### src/rtl/sirq_pkg.sv
// Shared definitions for the serial interrupt host controller.
// Assumes: one bus clock domain; all users import this package.
package sirq_pkg;

    // Host sequencer states, one per bus phase.
    typedef enum logic [3:0] {
        ST_IDLE  = 4'd0,
        ST_START = 4'd1,
        ST_SREC  = 4'd2,
        ST_STA   = 4'd3,
        ST_SAMP  = 4'd4,
        ST_RECOV = 4'd5,
        ST_TURN  = 4'd6,
        ST_STOP  = 4'd7,
        ST_PREC  = 4'd8,
        ST_PTA   = 4'd9
    } sirq_state_e;

    localparam int unsigned START_MIN  = 4;
    localparam int unsigned START_MAX  = 8;
    localparam int unsigned STOP_QUIET = 2;
    localparam int unsigned STOP_CONT  = 3;

endpackage

### src/rtl/sirq_seq.sv
// Cycle sequencer: steps the bus through start, data frames and stop,
// decides when a cycle may begin and holds the current bus mode.
// Assumes: line_in is already synchronous to clk; CNT_W can hold 8.
module sirq_seq
    import sirq_pkg::*;
#(
    parameter int MAX_FRAMES = 24,
    parameter int SW_W       = 4,
    parameter int FC_W       = 5,
    parameter int CNT_W      = 4
) (
    input  logic              clk,
    input  logic              rst_n,
    input  logic              line_in,
    input  logic              quiet_sel,
    input  logic              cycle_req,
    input  logic [SW_W-1:0]   start_width,
    input  logic [FC_W-1:0]   frame_count,
    output sirq_state_e       state,
    output logic [FC_W-1:0]   slot,
    output logic              quiet_mode
);

    sirq_state_e      state_q, state_d;
    logic [CNT_W-1:0] cnt_q, cnt_d;
    logic [FC_W-1:0]  slot_q, slot_d;
    logic [FC_W-1:0]  last_q, last_d;
    logic             stopq_q, stopq_d;
    logic             mode_q, mode_d;
    logic [CNT_W-1:0] sw_cl;
    logic [FC_W-1:0]  fc_cl;

    // Clamp the start-pulse width into the legal window.
    always_comb begin
        if (start_width < SW_W'(START_MIN))
            sw_cl = CNT_W'(START_MIN);
        else if (start_width > SW_W'(START_MAX))
            sw_cl = CNT_W'(START_MAX);
        else
            sw_cl = CNT_W'(start_width);
    end

    // Clamp the frame count into 1..MAX_FRAMES.
    always_comb begin
        if (frame_count == '0)
            fc_cl = FC_W'(1);
        else if (frame_count > FC_W'(MAX_FRAMES))
            fc_cl = FC_W'(MAX_FRAMES);
        else
            fc_cl = frame_count;
    end

    // Next-state and counter logic for the bus phases.
    always_comb begin
        state_d = state_q;
        cnt_d   = cnt_q;
        slot_d  = slot_q;
        last_d  = last_q;
        stopq_d = stopq_q;
        mode_d  = mode_q;
        case (state_q)
            ST_IDLE: begin
                if (!mode_q) begin
                    state_d = ST_START;
                    cnt_d   = sw_cl;
                    last_d  = fc_cl - FC_W'(1);
                end else if (!line_in) begin
                    state_d = ST_START;
                    cnt_d   = sw_cl - CNT_W'(1);
                    last_d  = fc_cl - FC_W'(1);
                end else if (cycle_req) begin
                    state_d = ST_START;
                    cnt_d   = sw_cl;
                    last_d  = fc_cl - FC_W'(1);
                end
            end
            ST_START: begin
                if (cnt_q <= CNT_W'(1))
                    state_d = ST_SREC;
                else
                    cnt_d = cnt_q - CNT_W'(1);
            end
            ST_SREC:  state_d = ST_STA;
            ST_STA: begin
                state_d = ST_SAMP;
                slot_d  = '0;
            end
            ST_SAMP:  state_d = ST_RECOV;
            ST_RECOV: state_d = ST_TURN;
            ST_TURN: begin
                if (slot_q == last_q) begin
                    state_d = ST_STOP;
                    stopq_d = quiet_sel;
                    cnt_d   = quiet_sel ? CNT_W'(STOP_QUIET) : CNT_W'(STOP_CONT);
                end else begin
                    state_d = ST_SAMP;
                    slot_d  = slot_q + FC_W'(1);
                end
            end
            ST_STOP: begin
                if (cnt_q <= CNT_W'(1))
                    state_d = ST_PREC;
                else
                    cnt_d = cnt_q - CNT_W'(1);
            end
            ST_PREC:  state_d = ST_PTA;
            ST_PTA: begin
                mode_d = stopq_q;
                if (stopq_q) begin
                    state_d = ST_IDLE;
                end else begin
                    state_d = ST_START;
                    cnt_d   = sw_cl;
                    last_d  = fc_cl - FC_W'(1);
                end
            end
            default:  state_d = ST_IDLE;
        endcase
    end

    // Sequencer registers with synchronous reset into Continuous idle.
    always_ff @(posedge clk) begin
        if (!rst_n) begin
            state_q <= ST_IDLE;
            cnt_q   <= '0;
            slot_q  <= '0;
            last_q  <= '0;
            stopq_q <= 1'b0;
            mode_q  <= 1'b0;
        end else begin
            state_q <= state_d;
            cnt_q   <= cnt_d;
            slot_q  <= slot_d;
            last_q  <= last_d;
            stopq_q <= stopq_d;
            mode_q  <= mode_d;
        end
    end

    assign state      = state_q;
    assign slot       = slot_q;
    assign quiet_mode = mode_q;

endmodule

### src/rtl/sirq_capture.sv
// Slot capture: holds one level per interrupt slot plus the IOCHCK#
// slot, each written when its frame's sample clock ends.
// Assumes: slot index width can express NUM_IRQ.
module sirq_capture #(
    parameter int NUM_IRQ = 16,
    parameter int FC_W    = 5
) (
    input  logic               clk,
    input  logic               rst_n,
    input  logic               sample_en,
    input  logic [FC_W-1:0]    slot,
    input  logic               line_in,
    output logic [NUM_IRQ-1:0] irq_level,
    output logic               iochck_level
);

    genvar g;
    generate
        for (g = 0; g < NUM_IRQ; g++) begin : g_slot
            // Store the inverted line level when this slot is sampled.
            always_ff @(posedge clk) begin
                if (!rst_n)
                    irq_level[g] <= 1'b0;
                else if (sample_en && slot == FC_W'(g))
                    irq_level[g] <= ~line_in;
            end
        end
    endgenerate

    // Store the IOCHCK# slot, which follows the last interrupt slot.
    always_ff @(posedge clk) begin
        if (!rst_n)
            iochck_level <= 1'b0;
        else if (sample_en && slot == FC_W'(NUM_IRQ))
            iochck_level <= ~line_in;
    end

endmodule

### src/rtl/sirq_drive.sv
// Line driver decode: turns the sequencer phase into the host's
// output-enable and driven level.
// Assumes: the line is pulled high whenever nobody drives it.
module sirq_drive
    import sirq_pkg::*;
(
    input  sirq_state_e state,
    output logic        line_oe,
    output logic        line_out
);

    // Drive low in pulse phases, high in recovery, release elsewhere.
    always_comb begin
        line_oe  = 1'b0;
        line_out = 1'b1;
        case (state)
            ST_START, ST_STOP: begin
                line_oe  = 1'b1;
                line_out = 1'b0;
            end
            ST_SREC, ST_PREC: begin
                line_oe  = 1'b1;
                line_out = 1'b1;
            end
            default: begin
                line_oe  = 1'b0;
                line_out = 1'b1;
            end
        endcase
    end

endmodule

### src/rtl/sirq_host.sv
// Serial interrupt host controller top: sequencer, slot capture and
// line driver. Assumes MAX_FRAMES >= NUM_IRQ + 1 and SW_W >= 4.
module sirq_host
    import sirq_pkg::*;
#(
    parameter int NUM_IRQ    = 16,
    parameter int MAX_FRAMES = 24,
    parameter int SW_W       = 4,
    parameter int FC_W       = $clog2(MAX_FRAMES + 1)
) (
    input  logic               clk,
    input  logic               rst_n,
    input  logic               line_in,
    output logic               line_oe,
    output logic               line_out,
    input  logic               quiet_sel,
    input  logic               cycle_req,
    input  logic [SW_W-1:0]    start_width,
    input  logic [FC_W-1:0]    frame_count,
    output logic               quiet_mode,
    output logic [NUM_IRQ-1:0] irq_level,
    output logic               iochck_level
);

    localparam int CNT_W = SW_W;

    sirq_state_e     seq_state;
    logic [FC_W-1:0] seq_slot;
    logic            sample_en;

    assign sample_en = (seq_state == ST_SAMP);

    sirq_seq #(
        .MAX_FRAMES(MAX_FRAMES),
        .SW_W(SW_W),
        .FC_W(FC_W),
        .CNT_W(CNT_W)
    ) u_seq (
        .clk(clk),
        .rst_n(rst_n),
        .line_in(line_in),
        .quiet_sel(quiet_sel),
        .cycle_req(cycle_req),
        .start_width(start_width),
        .frame_count(frame_count),
        .state(seq_state),
        .slot(seq_slot),
        .quiet_mode(quiet_mode)
    );

    sirq_capture #(
        .NUM_IRQ(NUM_IRQ),
        .FC_W(FC_W)
    ) u_cap (
        .clk(clk),
        .rst_n(rst_n),
        .sample_en(sample_en),
        .slot(seq_slot),
        .line_in(line_in),
        .irq_level(irq_level),
        .iochck_level(iochck_level)
    );

    sirq_drive u_drv (
        .state(seq_state),
        .line_oe(line_oe),
        .line_out(line_out)
    );

endmodule

### config.mk
export PLATFORM = sky130hd
export DESIGN_NAME = sirq_host
export DESIGN_NICKNAME = d
export VERILOG_FILES = /design/src/rtl/sirq_pkg.sv /design/src/rtl/sirq_seq.sv /design/src/rtl/sirq_capture.sv /design/src/rtl/sirq_drive.sv /design/src/rtl/sirq_host.sv
export SDC_FILE = /design/constraint.sdc
export NUM_CORES = 1
export LEC_CHECK = 0
export BUFFER_PORTS_ARGS = -buffer_cell sky130_fd_sc_hd__buf_2
export CORE_MARGIN = 4
export CORE_UTILIZATION = 57
export CTS_BUF_LIST = sky130_fd_sc_hd__clkbuf_16
export CTS_CLUSTER_DIAMETER = 120
export DETAILED_ROUTE_END_ITERATION = 12
export MAX_ROUTING_LAYER = met4
export PLACE_DENSITY_LB_ADDON = 0.3
export SYNTH_ARGS = -nofsm -noshare
export SYNTH_HDL_FRONTEND = slang
export SYNTH_SLANG_ARGS = --single-unit
### constraint.sdc
create_clock -name clk -period 2.2 [get_ports clk]
set_clock_uncertainty 0.05 [all_clocks]
set_input_delay 0.22 -clock clk [delete_from_list [all_inputs] [get_ports clk]]
set_output_delay 0.22 -clock clk [all_outputs]
set_load 0.05 [all_outputs]
==> results of run 1 <==
-- critical path, delay by kind of cell, from the launching register on --
kind                   cells  cell delay, ps
buffers and inverters      1             250
XOR/XNOR                   1             240
AND/OR/NAND/NOR            1              90
flip-flops                 1             630
AO/OA/AOI/OAI              2             240
-- registers in the layout, summed over array words and instances (netlist names) --
| name | flops |
|---|---|
| u_seq.slot | 5 |
| u_cap.iochck_level | 1 |
| u_cap.irq_level | 16 |
| u_seq.state | 4 |
| u_seq.stopq_q | 1 |
| u_seq.last_q | 5 |
| u_seq.quiet_mode | 1 |
| u_seq.cnt_q | 4 |
-- through the flow --
step           utilization, %  hold slack, ps  setup WS, ps  std cells  instance area (um^2)
6_report                 67.5             173           200        333                  2510
5_1_grt                  67.5             180          47.9        333                  2510
4_1_cts                  67.5             160           210        333                  2510
3_5_place_dp             63.2             437           310        326                  2350
3_3_place_gp             63.2             438           340        326                  2350
2_1_floorplan               -             280           253        259                  2220
-- how the worst max path moves through the flow --
| stage | start | endpoint | slack [ps] | depth (start not counted) |
|---|---|---|---|---|
| floorplan | u_seq.state[1] | u_seq.cnt_q[1] | 250 | 6 |
| global placement | u_seq.state[0] | u_seq.cnt_q[1] | 340 | 5 |
| detailed placement | u_seq.state[2] | u_cap.irq_level[12] | 310 | 5 |
| CTS | u_seq.state[2] | line_oe | 210 | 5 |
| global route | u_seq.state[2] | line_oe | 50 | 5 |
| finish | u_seq.state[2] | line_oe | 200 | 5 |
-- cells in the mapped netlist, drive strengths merged, types with 2 or more instances --
cell type  number  area, um^2
xor2            3        26.3
a31oi           4        25.0
a21oi          24         120
or2             2        12.5
ha              9         113
nor3           10        55.1
xnor2           9        78.8
o21ai           8        40.0
mux2            2        22.5
a2bb2oi         2        17.5
mux2i           5        50.1
nand3b          2        15.0
nand2          14        52.6
dfxtp          37         741
nor4            3        40.0
o22ai           6        43.8
a311oi         17         161
nor2           26         100
nor2b           3        18.8
a211oi          5        47.5
and2            5        33.8
or3             3        18.8
nand2b          3        26.3
inv            15        56.3
nand3           9        50.1
clkbuf          6        22.5
buf            13         110
-- logic make-up after synthesis --
family,share of synthesized area (%)
muxes,3.27
AOI/OAI and AO/OA,24.5
buffers and inverters,8.51
xor gates and xnor gates,4.74
and+or+nand+nor,20.5
DFF,33.4
adders and majority gates,5.07
-- report_power, final --
| group | total, uW | internal (uW) | switching [uW] |
|---|---|---|---|
| Combinational | 1150 | 474 | 673 |
| Clock | 790 | 526 | 264 |
| Sequential | 910 | 766 | 144 |
-- per-layer routing --
layer | vias up | share of wire [%]
met5 | - | 0
met4 | 0 | 2.0
met3 | 9 | 6.7
met2 | 69 | 48
met1 | 910 | 44
li1 | 999 | -
-- final cells by class --
type	count	area share [%]
clock buffers	5	4.99
clock inverters	2	1.40
inverters	15	2.24
multi-input cells	188	51.4
flip-flops and latches	37	29.5
well taps	48	2.39
repair buffers	38	8.08
==> key figures, run 1 <==
Outcome
  • Status: finished, final reports clean

Timing
  • Slew HR: a little under three fifths
  • Max Clk Rate: around 0.5 GHz
  • Final period util: about nine tenths
  • Tmin final: 2000 ps
  • Slew Viols, Final: 0
  • Unrepaired setup endpoints after global routing: no
  • Setup-failing EPs final: 0
  • Setup TNS: 0 ps
  • Measured slew at the worst slew-check pin: ~640 ps
  • Final hold vios: 0

Global routing
  • Pin count of the biggest net entering global routing: 20
  • Initial antenna violation count: 0
  • GR Util met2: a little under two fifths
  • Grt met3 use: 4.89%
  • Met1 Use GR: 28.0%
  • GRT Max-Usage Layer: met2
  • GRT Util Overall: a little under a quarter
  • Global-route wire length before repair: 8.91 mm
  • Gr ovfl total: 0
  • Vias in the first global route: 1900

Clock tree
  • CTS tree: done
  • Setup Fix Bufs, Post-CTS: 0
  • Post-CTS Hold Buffers: 0
  • H-tree Lvls: 2
  • Post-cts resize count: 0
  • Clk sinks: 37
  • CTS buffer count: 5
  • Root Buffer: clkbuf_16
  • Clock buffer depth: 2
  • Later-pin clock latency in the skew report: 280 ps
  • Clock Pin Slew Worst Setup and Hold Paths: 60 ps

Drt
  • Initial drt markers: 233
  • Drc violations: 0
  • Final WL: 5.23 mm
  • Vias: 1987
  • Drt pass-1 iters: 4
  • Vias/cell: 5.97
  • Final ANT Viol Nets: 0
  • Avg WL per Cell: between 15 and 20 um

Critical path
  • Critical Path RT: 1930 ps
  • Startpoint Class: flop
  • Worst reg2reg path depth: 5
  • Crit-path max FO: 14
  • Slowest-stage cell, CP: dfxtp_1
  • FF-to-FF Start: u_seq.state[2]
  • Max incr delay on CP: 630 ps
  • Kind of critical path: reg2out
  • CP Cell Sequence: xnor2_1 -> nand2_1 -> o21ai_0 -> a21o_1 -> buf_2
  • WP data arrival: 1730 ps
  • Reg2Reg Setup Slack: roughly 240 ps
  • Crit path capture type: output pin
  • Worst r2r dst: u_cap.irq_level[2]

Cells and area
  • Reg area: 741 um^2
  • Final net count: 308
  • Share of cells above drive strength 1: 21.4%
  • Fillers: 314
  • Most frequent cells in the layout: dfxtp_1, buf_2, nor2_1, a21oi_1, a311oi_1
  • Commonest non-fill, non-tap cell in the layout: dfxtp_1
  • Antenna diode count: 0
  • P&R area growth vs syn: 13.1%
  • Multi-input combinational cell area: 1290 um^2

Synthesis
  • Mapped Avg Cell Area: 8.57 um^2
  • Async S/R FF share, synth: 0%
  • Register area share after synthesis: 33.4%
  • #FFs+latches synth: 37
  • Syn Nets: 282
  • Ys Warns: 0
  • EDFF count, synth: 0
  • Mapped Area: between 2000 and 2500 um^2
  • Synth cell types: 57
  • Synthesized instance count: 259
  • Synth Flop Type: dfxtp_1

Die
  • DIE WIDTH: 70.4 um
  • Num rows: 22
  • Core Footprint: between 3000 and 4000 um^2
  • Die Span Y: about 70 um
  • Die area: 4960 um^2
  • Io pins: 34
  • Initial Util: approximately three fifths

Min path
  • Worst hold path class: in2reg
  • Min-delay src: rst_n
  • Hold EP: u_seq.state[3]
  • Hold depth: 2

Place
  • GPL Wtd Cong: just under 0.9
  • I/O Buffers: 33
  • Final HPWL DP: 3.64 mm

Pwr
  • Max IR drop VDD: between 0.5 and 0.6 mV
  • Cell leakage power: about 0.00098 uW
  • Pwr dens: 1130 nW/um^2
  • Total power: 2850 uW

Job
  • Max-cap violations: 0
Note: power is estimated with default switching activity, not from simulation.
==> inputs of run 2 (changes only) <==
--- a/config.mk
+++ b/config.mk
@@ -12,7 +12,7 @@
 export CTS_CLUSTER_DIAMETER = 120
 export DETAILED_ROUTE_END_ITERATION = 12
 export MAX_ROUTING_LAYER = met4
-export PLACE_DENSITY_LB_ADDON = 0.3
+export PLACE_DENSITY = 0.85
 export SYNTH_ARGS = -nofsm -noshare
 export SYNTH_HDL_FRONTEND = slang
 export SYNTH_SLANG_ARGS = --single-unit
==> run 2 against run 1 <==
Worst setup slack lost 16 ps; sequential power increased by 0.8%; combinational power about the same.
==> key figures, run 2 (same netlist as run 1, synthesis figures left out) <==
Pwr
  • Cell leakage power: 0.000979 uW (-0.42%)
  • Net Sw Frac: 38.6% (+0.62 points)
  • Pwr dens: 1140 nW/um^2 (+0.66%)
  • Max IR drop VDD: 0.625 mV (+11%)
  • Internal power: 1760 uW (-0.19%)
  • Clock share of power: 28.4% (+0.7 points)
  • Logic gate share of total power: 39.7% (-0.6 points)
  • Switching Power: 1110 uW (+2.4%)
  • Sequential power share: 32.0% (about the same)

Die
  • Initial Util: 59.7% (unchanged)
  • Core Footprint: 3720 um^2 (unchanged)
  • Die area: 4960 um^2 (unchanged)
  • Die Span Y: 70.4 um (unchanged)
  • Num rows: 22 (unchanged)
  • Io pins: 34 (unchanged)
  • DIE WIDTH: 70.4 um (unchanged)

Critical path
  • WP data arrival: 1750 ps (+20 ps)
  • Kind of critical path: reg2out
  • Startpoint Class: flop
  • Crit-path max FO: 14 (unchanged)
  • Crit path capture type: output pin
  • Reg2Reg Setup Slack: 230 ps (about the same)
  • Worst reg2reg path depth: 5 (unchanged)
  • Critical Path RT: 1930 ps (about the same)

Timing
  • Unrepaired setup endpoints after global routing: no
  • Tmin final: 2020 ps (+16.1 ps)
  • Slew HR: 58.8% (+1.9 points)
  • Slew Viols, Final: 0 (unchanged)
  • Measured slew at the worst slew-check pin: 616 ps (-27.9 ps)
  • Setup-failing EPs final: 0 (unchanged)
  • Setup TNS: 0 ps (unchanged)
  • Final hold vios: 0 (unchanged)
  • Final period util: 91.6% (+0.73 points)
  • Hold_ws: 165 ps (-8.28 ps)
  • Max Clk Rate: 0.496 GHz (-0.80%)

Clock tree
  • Later-pin clock latency in the skew report: 280 ps (about the same)
  • Root Buffer: clkbuf_16
  • CTS buffer count: 5 (unchanged)
  • Clock buffer depth: 2 (unchanged)
  • Post-CTS Hold Buffers: 0 (unchanged)
  • Clock Pin Slew Worst Setup and Hold Paths: 60 ps (about the same)
  • H-tree Lvls: 2 (unchanged)
  • Post-cts resize count: 0 (unchanged)
  • Setup Fix Bufs, Post-CTS: 0 (unchanged)
  • Clk sinks: 37 (unchanged)
  • CTS tree: done

Outcome
  • Status: finished, final reports clean

Cells and area
  • Largest Register: u_cap.irq_level
  • Final net count: 307 (-0.32%)
  • Most frequent cells in the layout: dfxtp_1, buf_2, nor2_1, a21oi_1, a311oi_1
  • Commonest non-fill, non-tap cell in the layout: dfxtp_1
  • Antenna diode count: 0 (unchanged)
  • Largest register FFs: 16 (unchanged)
  • Fillers: 293 (-6.7%)
  • Share of cells above drive strength 1: 21.4% (unchanged)
  • P&R area growth vs syn: 13.2%

Place
  • GPL Wtd Cong: 0.911 (+3.0%)
  • I/O Buffers: 33 (unchanged)
  • Final HPWL DP: 3.62 mm (-0.42%)

Global routing
  • Vias in the first global route: 1874 (-1.4%)
  • Pin count of the biggest net entering global routing: 33 (+65%)
  • Global-route wire length before repair: 8.73 mm (-2.1%)
  • Initial antenna violation count: 0 (unchanged)
  • GRT Util Overall: 22.2% (-0.76 points)
  • Gr ovfl total: 0 (unchanged)

Drt
  • Drt pass-1 iters: 4 (unchanged)
  • Final WL: 5.01 mm (-4.2%)
  • Initial drt markers: 205 (-12%)
  • Avg WL per Cell: 15.1 um (-4.2%)
  • Vias: 1990 (+0.15%)
  • Vias/cell: 5.98 (+0.15%)
  • Final ANT Viol Nets: 0 (unchanged)
  • Drc violations: 0 (unchanged)

Min path
  • Hold depth: 2 (unchanged)
  • Worst hold path class: in2reg

Job
  • Max-cap violations: 0 (unchanged)
-- run 2: cell types whose count changed in the layout (fill, tap and decap cells not counted), sizes merged --
| cell | delta |
|---|---|
| buf | -1 |
| clkinvlp | +1 |
-- run 2: cell type report --
cell class | count | area [um^2] | area share, %
clock inverters | 3 | 46.3 | 1.84
repair buffers | 37 | 195 | 7.77
well taps | 48 | 60.1 | 2.39
clock buffers | 5 | 125 | 4.98
multi-input cells | 188 | 1290 | 51.3
flip-flops and latches | 37 | 741 | 29.5
inverters | 15 | 56.3 | 2.24
-- run 2: critical path: stages, from the launching register on --
cell	delay, ps
dfxtp_1	660
xnor2_1	220
nand2_1	80
o21ai_0	110
a21o_1	130
buf_2	250
-- run 2: through the flow --
step | utilization [%] | worst slack, ps | total power [uW] | instance area, um^2 | std cells
floorplan | - | 253 | 1830 | 2220 | 259
detailed placement | 63.0 | 266 | 2030 | 2340 | 325
CTS | 67.6 | 192 | 2870 | 2510 | 333
global route | 67.6 | 34.7 | 3050 | 2510 | 333
finish | 67.6 | 184 | 2870 | 2510 | 333
global placement | 63.0 | 340 | 2010 | 2340 | 325
-- run 2: power groups by stage --
stage / logic (uW) / registers, uW / clock network, uW
floorplan: 965 / 865 / 0
global placement: 1090 / 919 / 0
detailed placement: 1100 / 929 / 0
CTS: 1130 / 914 / 828
global route: 1250 / 934 / 859
finish: 1140 / 917 / 815
-- run 2: final timing paths --
path,start,to
setup / recovery,u_seq.state[2],line_oe
hold / removal,rst_n,u_seq.state[3]
setup reg to reg,u_seq.state[2],u_seq.cnt_q[1]
hold reg to reg,u_cap.iochck_level,u_cap.iochck_level
-- run 2: layer usage --
| metal | global-route usage, % | up-vias | part of all wire, % |
|---|---|---|---|
| li1 | - | 989 | - |
| met1 | 27.6 | 922 | 42 |
| met2 | 35.7 | 69 | 50 |
| met3 | 6.19 | 10 | 6.4 |
| met4 | 5.53 | 0 | 1.3 |
| met5 | - | - | 0 |
==> inputs of run 3 (changes only) <==
--- a/config.mk
+++ b/config.mk
@@ -7,12 +7,12 @@
 export LEC_CHECK = 0
 export BUFFER_PORTS_ARGS = -buffer_cell sky130_fd_sc_hd__buf_2
 export CORE_MARGIN = 4
-export CORE_UTILIZATION = 57
+export CORE_UTILIZATION = 61
 export CTS_BUF_LIST = sky130_fd_sc_hd__clkbuf_16
 export CTS_CLUSTER_DIAMETER = 120
 export DETAILED_ROUTE_END_ITERATION = 12
 export MAX_ROUTING_LAYER = met4
-export PLACE_DENSITY = 0.85
+export PLACE_DENSITY = 0.9
 export SYNTH_ARGS = -nofsm -noshare
 export SYNTH_HDL_FRONTEND = slang
 export SYNTH_SLANG_ARGS = --single-unit
==> constraint.sdc (replaced) <==
create_clock -name clk -period 2.42 [get_ports clk]
set_clock_uncertainty 0.05 [all_clocks]
set_input_delay 0.242 -clock clk [delete_from_list [all_inputs] [get_ports clk]]
set_output_delay 0.242 -clock clk [all_outputs]
set_load 0.05 [all_outputs]
==> run 3 against run 2 <==
Die area fell by 5.8%; wire length is 3.1% higher; utilization rose by 5.2 points; combinational power shrank 9.6%; first-iteration DRC count is 25% lower; final cell count down 1.2%; flip-flop and latch count stayed put; critical path depth is the same; via count increased by 0.90%; sequential share of layout area is 0.31 points higher; power down 9.8%; critical path type unchanged.
==> key figures, run 3 (same netlist as run 1, synthesis figures left out) <==
Outcome
  • Status: finished, final reports clean

Drt
  • Final WL: 5.17 mm (+3.1%)
  • Drt pass-1 iters: 4 (unchanged)
  • Initial drt markers: 154 (-25%)
  • Vias/cell: 6.10 (+2.1%)
  • Max layer used: met4
  • Vias: 2008 (+0.90%)
  • Drc violations: 0 (unchanged)
  • M1 WL: 2.34 mm (+11%)
  • Routed wl met2: 2.47 mm (-1.9%)
  • Avg WL per Cell: 15.7 um (+4.3%)
  • Final ANT Viol Nets: 0 (unchanged)
  • Met3 wire length: 310 um (-3.7%)

Die
  • DIE WIDTH: 68.3 um (-3.0%)
  • Die area: 4670 um^2 (-5.8%)
  • Die Span Y: 68.3 um (-3.0%)
  • Num rows: 21 (-4.5%)
  • Core Footprint: 3420 um^2 (-8.1%)
  • Io pins: 34 (unchanged)
  • Initial Util: 65.0% (+5.3 points)

Cells and area
  • Largest register FFs: 16 (unchanged)
  • Final net count: 305 (-0.65%)
  • Share of cells above drive strength 1: 20.1% (-1.3 points)
  • Most frequent cells in the layout: dfxtp_1, buf_2, nor2_1, a21oi_1
  • Commonest non-fill, non-tap cell in the layout: dfxtp_1
  • Largest Register: u_cap.irq_level
  • Antenna diode count: 0 (unchanged)
  • Fillers: 274 (-6.5%)
  • P&R area growth vs syn: 12.1%
  • Finished Cell Area: 2490 um^2 (-1.0%)

Timing
  • Slew Viols, Final: 0 (unchanged)
  • Setup-failing EPs final: 0 (unchanged)
  • Slew HR: 58.7% (-0.13 points)
  • Max Clk Rate: 0.468 GHz
  • Unrepaired setup endpoints after global routing: no
  • Final hold vios: 0 (unchanged)
  • Setup TNS: 0 ps (unchanged)
  • Measured slew at the worst slew-check pin: 615 ps (-0.902 ps)
  • Final period util: 88.3%
  • Tmin final: about 2100 ps

Clock tree
  • Clk sinks: 37 (unchanged)
  • Post-cts resize count: 0 (unchanged)
  • CTS tree: done
  • Clock Pin Slew Worst Setup and Hold Paths: 60 ps (about the same)
  • Clock buffer depth: 2 (unchanged)
  • Later-pin clock latency in the skew report: 280 ps (about the same)
  • Post-CTS Hold Buffers: 0 (unchanged)
  • H-tree Lvls: 2 (unchanged)
  • Setup Fix Bufs, Post-CTS: 0 (unchanged)
  • CTS buffer count: 5 (unchanged)
  • Root Buffer: clkbuf_16

Critical path
  • Worst r2r dst: u_cap.irq_level[13]
  • Reg2Reg Setup Slack: 300 ps (+70 ps)
  • Crit path capture type: output pin
  • Kind of critical path: reg2out
  • Critical Path RT: 2130 ps (+200 ps)
  • FF-to-FF Start: u_seq.state[2]
  • WP data arrival: 1850 ps (+100 ps)
  • Worst reg2reg path depth: 5 (unchanged)
  • Startpoint Class: flop
  • Crit-path max FO: 14 (unchanged)

Global routing
  • Global-route wire length before repair: 8.71 mm (-0.16%)
  • Vias in the first global route: 1843 (-1.7%)
  • GRT Util Overall: 25.2% (+3.0 points)
  • Initial antenna violation count: 0 (unchanged)
  • Pin count of the biggest net entering global routing: 19 (-42%)
  • Gr ovfl total: 0 (unchanged)

Min path
  • Hold EP: u_seq.stopq_q
  • Min-delay src: quiet_sel
  • Worst hold path class: in2reg
  • Hold depth: 3 (+1)

Place
  • I/O Buffers: 33 (unchanged)
  • GPL Wtd Cong: 0.898 (-1.4%)
  • Final HPWL DP: 3.58 mm (-1.3%)
  • DP Area: 2320 um^2 (-0.75%)

Pwr
  • Cell leakage power: 0.000972 uW (-0.71%)
  • Pwr dens: 1040 nW/um^2 (-8.8%)
  • Max IR drop VDD: 0.769 mV (+23%)

Job
  • Max-cap violations: 0 (unchanged)
## run 3: report_power, final
part,switching [uW],internal [uW]
logic,619,416
clock network,243,478
registers,138,696
total,1000,1590
## run 3: how the worst max path moves through the flow
stage	from	slack, ps	cells after the start	end
5_1_grt	u_seq.state[2]	60	5	u_cap.irq_level[6]
2_1_floorplan	u_seq.state[1]	470	6	u_seq.cnt_q[1]
3_3_place_gp	u_seq.state[2]	430	5	u_cap.irq_level[8]
6_report	u_seq.state[2]	280	5	line_oe
4_1_cts	u_seq.state[2]	330	5	line_oe
3_5_place_dp	u_seq.state[2]	390	5	u_cap.irq_level[8]
## run 3: metal layers
layer  track usage (%)  vias to the layer above
met3              5.91                        6
li1                  -                      992
met5                 -                        -
met1              31.3                      939
met4              6.45                        0
met2              41.0                       71
## run 3: layout make-up
type	count	area [um^2]	area share, %
tap	46	57.6	2.31
clock buffer	5	125	5.03
clock inverter	3	37.5	1.51
inverter	15	56.3	2.26
timing repair buffer	35	180	7.24
multi-input combinational	188	1290	51.9
sequential	37	741	29.8
## run 3: per-stage QoR
stage | setup slack [ps] | util [%] | power (uW) | std cells | hold WS [ps]
after floorplan | 473 | - | 1660 | 259 | 302
after global placement | 435 | 68.1 | 1810 | 321 | 428
after detailed placement | 389 | 68.1 | 1840 | 321 | 455
after CTS | 329 | 72.8 | 2570 | 329 | 188
after global routing | 56.6 | 72.8 | 2720 | 329 | 198
final | 282 | 72.8 | 2590 | 329 | 182
## run 3: critical path: stages (launching register included)
cell	delay, ps
dfxtp_1	670
xnor2_1	270
nand2_1	110
o21ai_0	120
a21o_1	150
buf_2	250
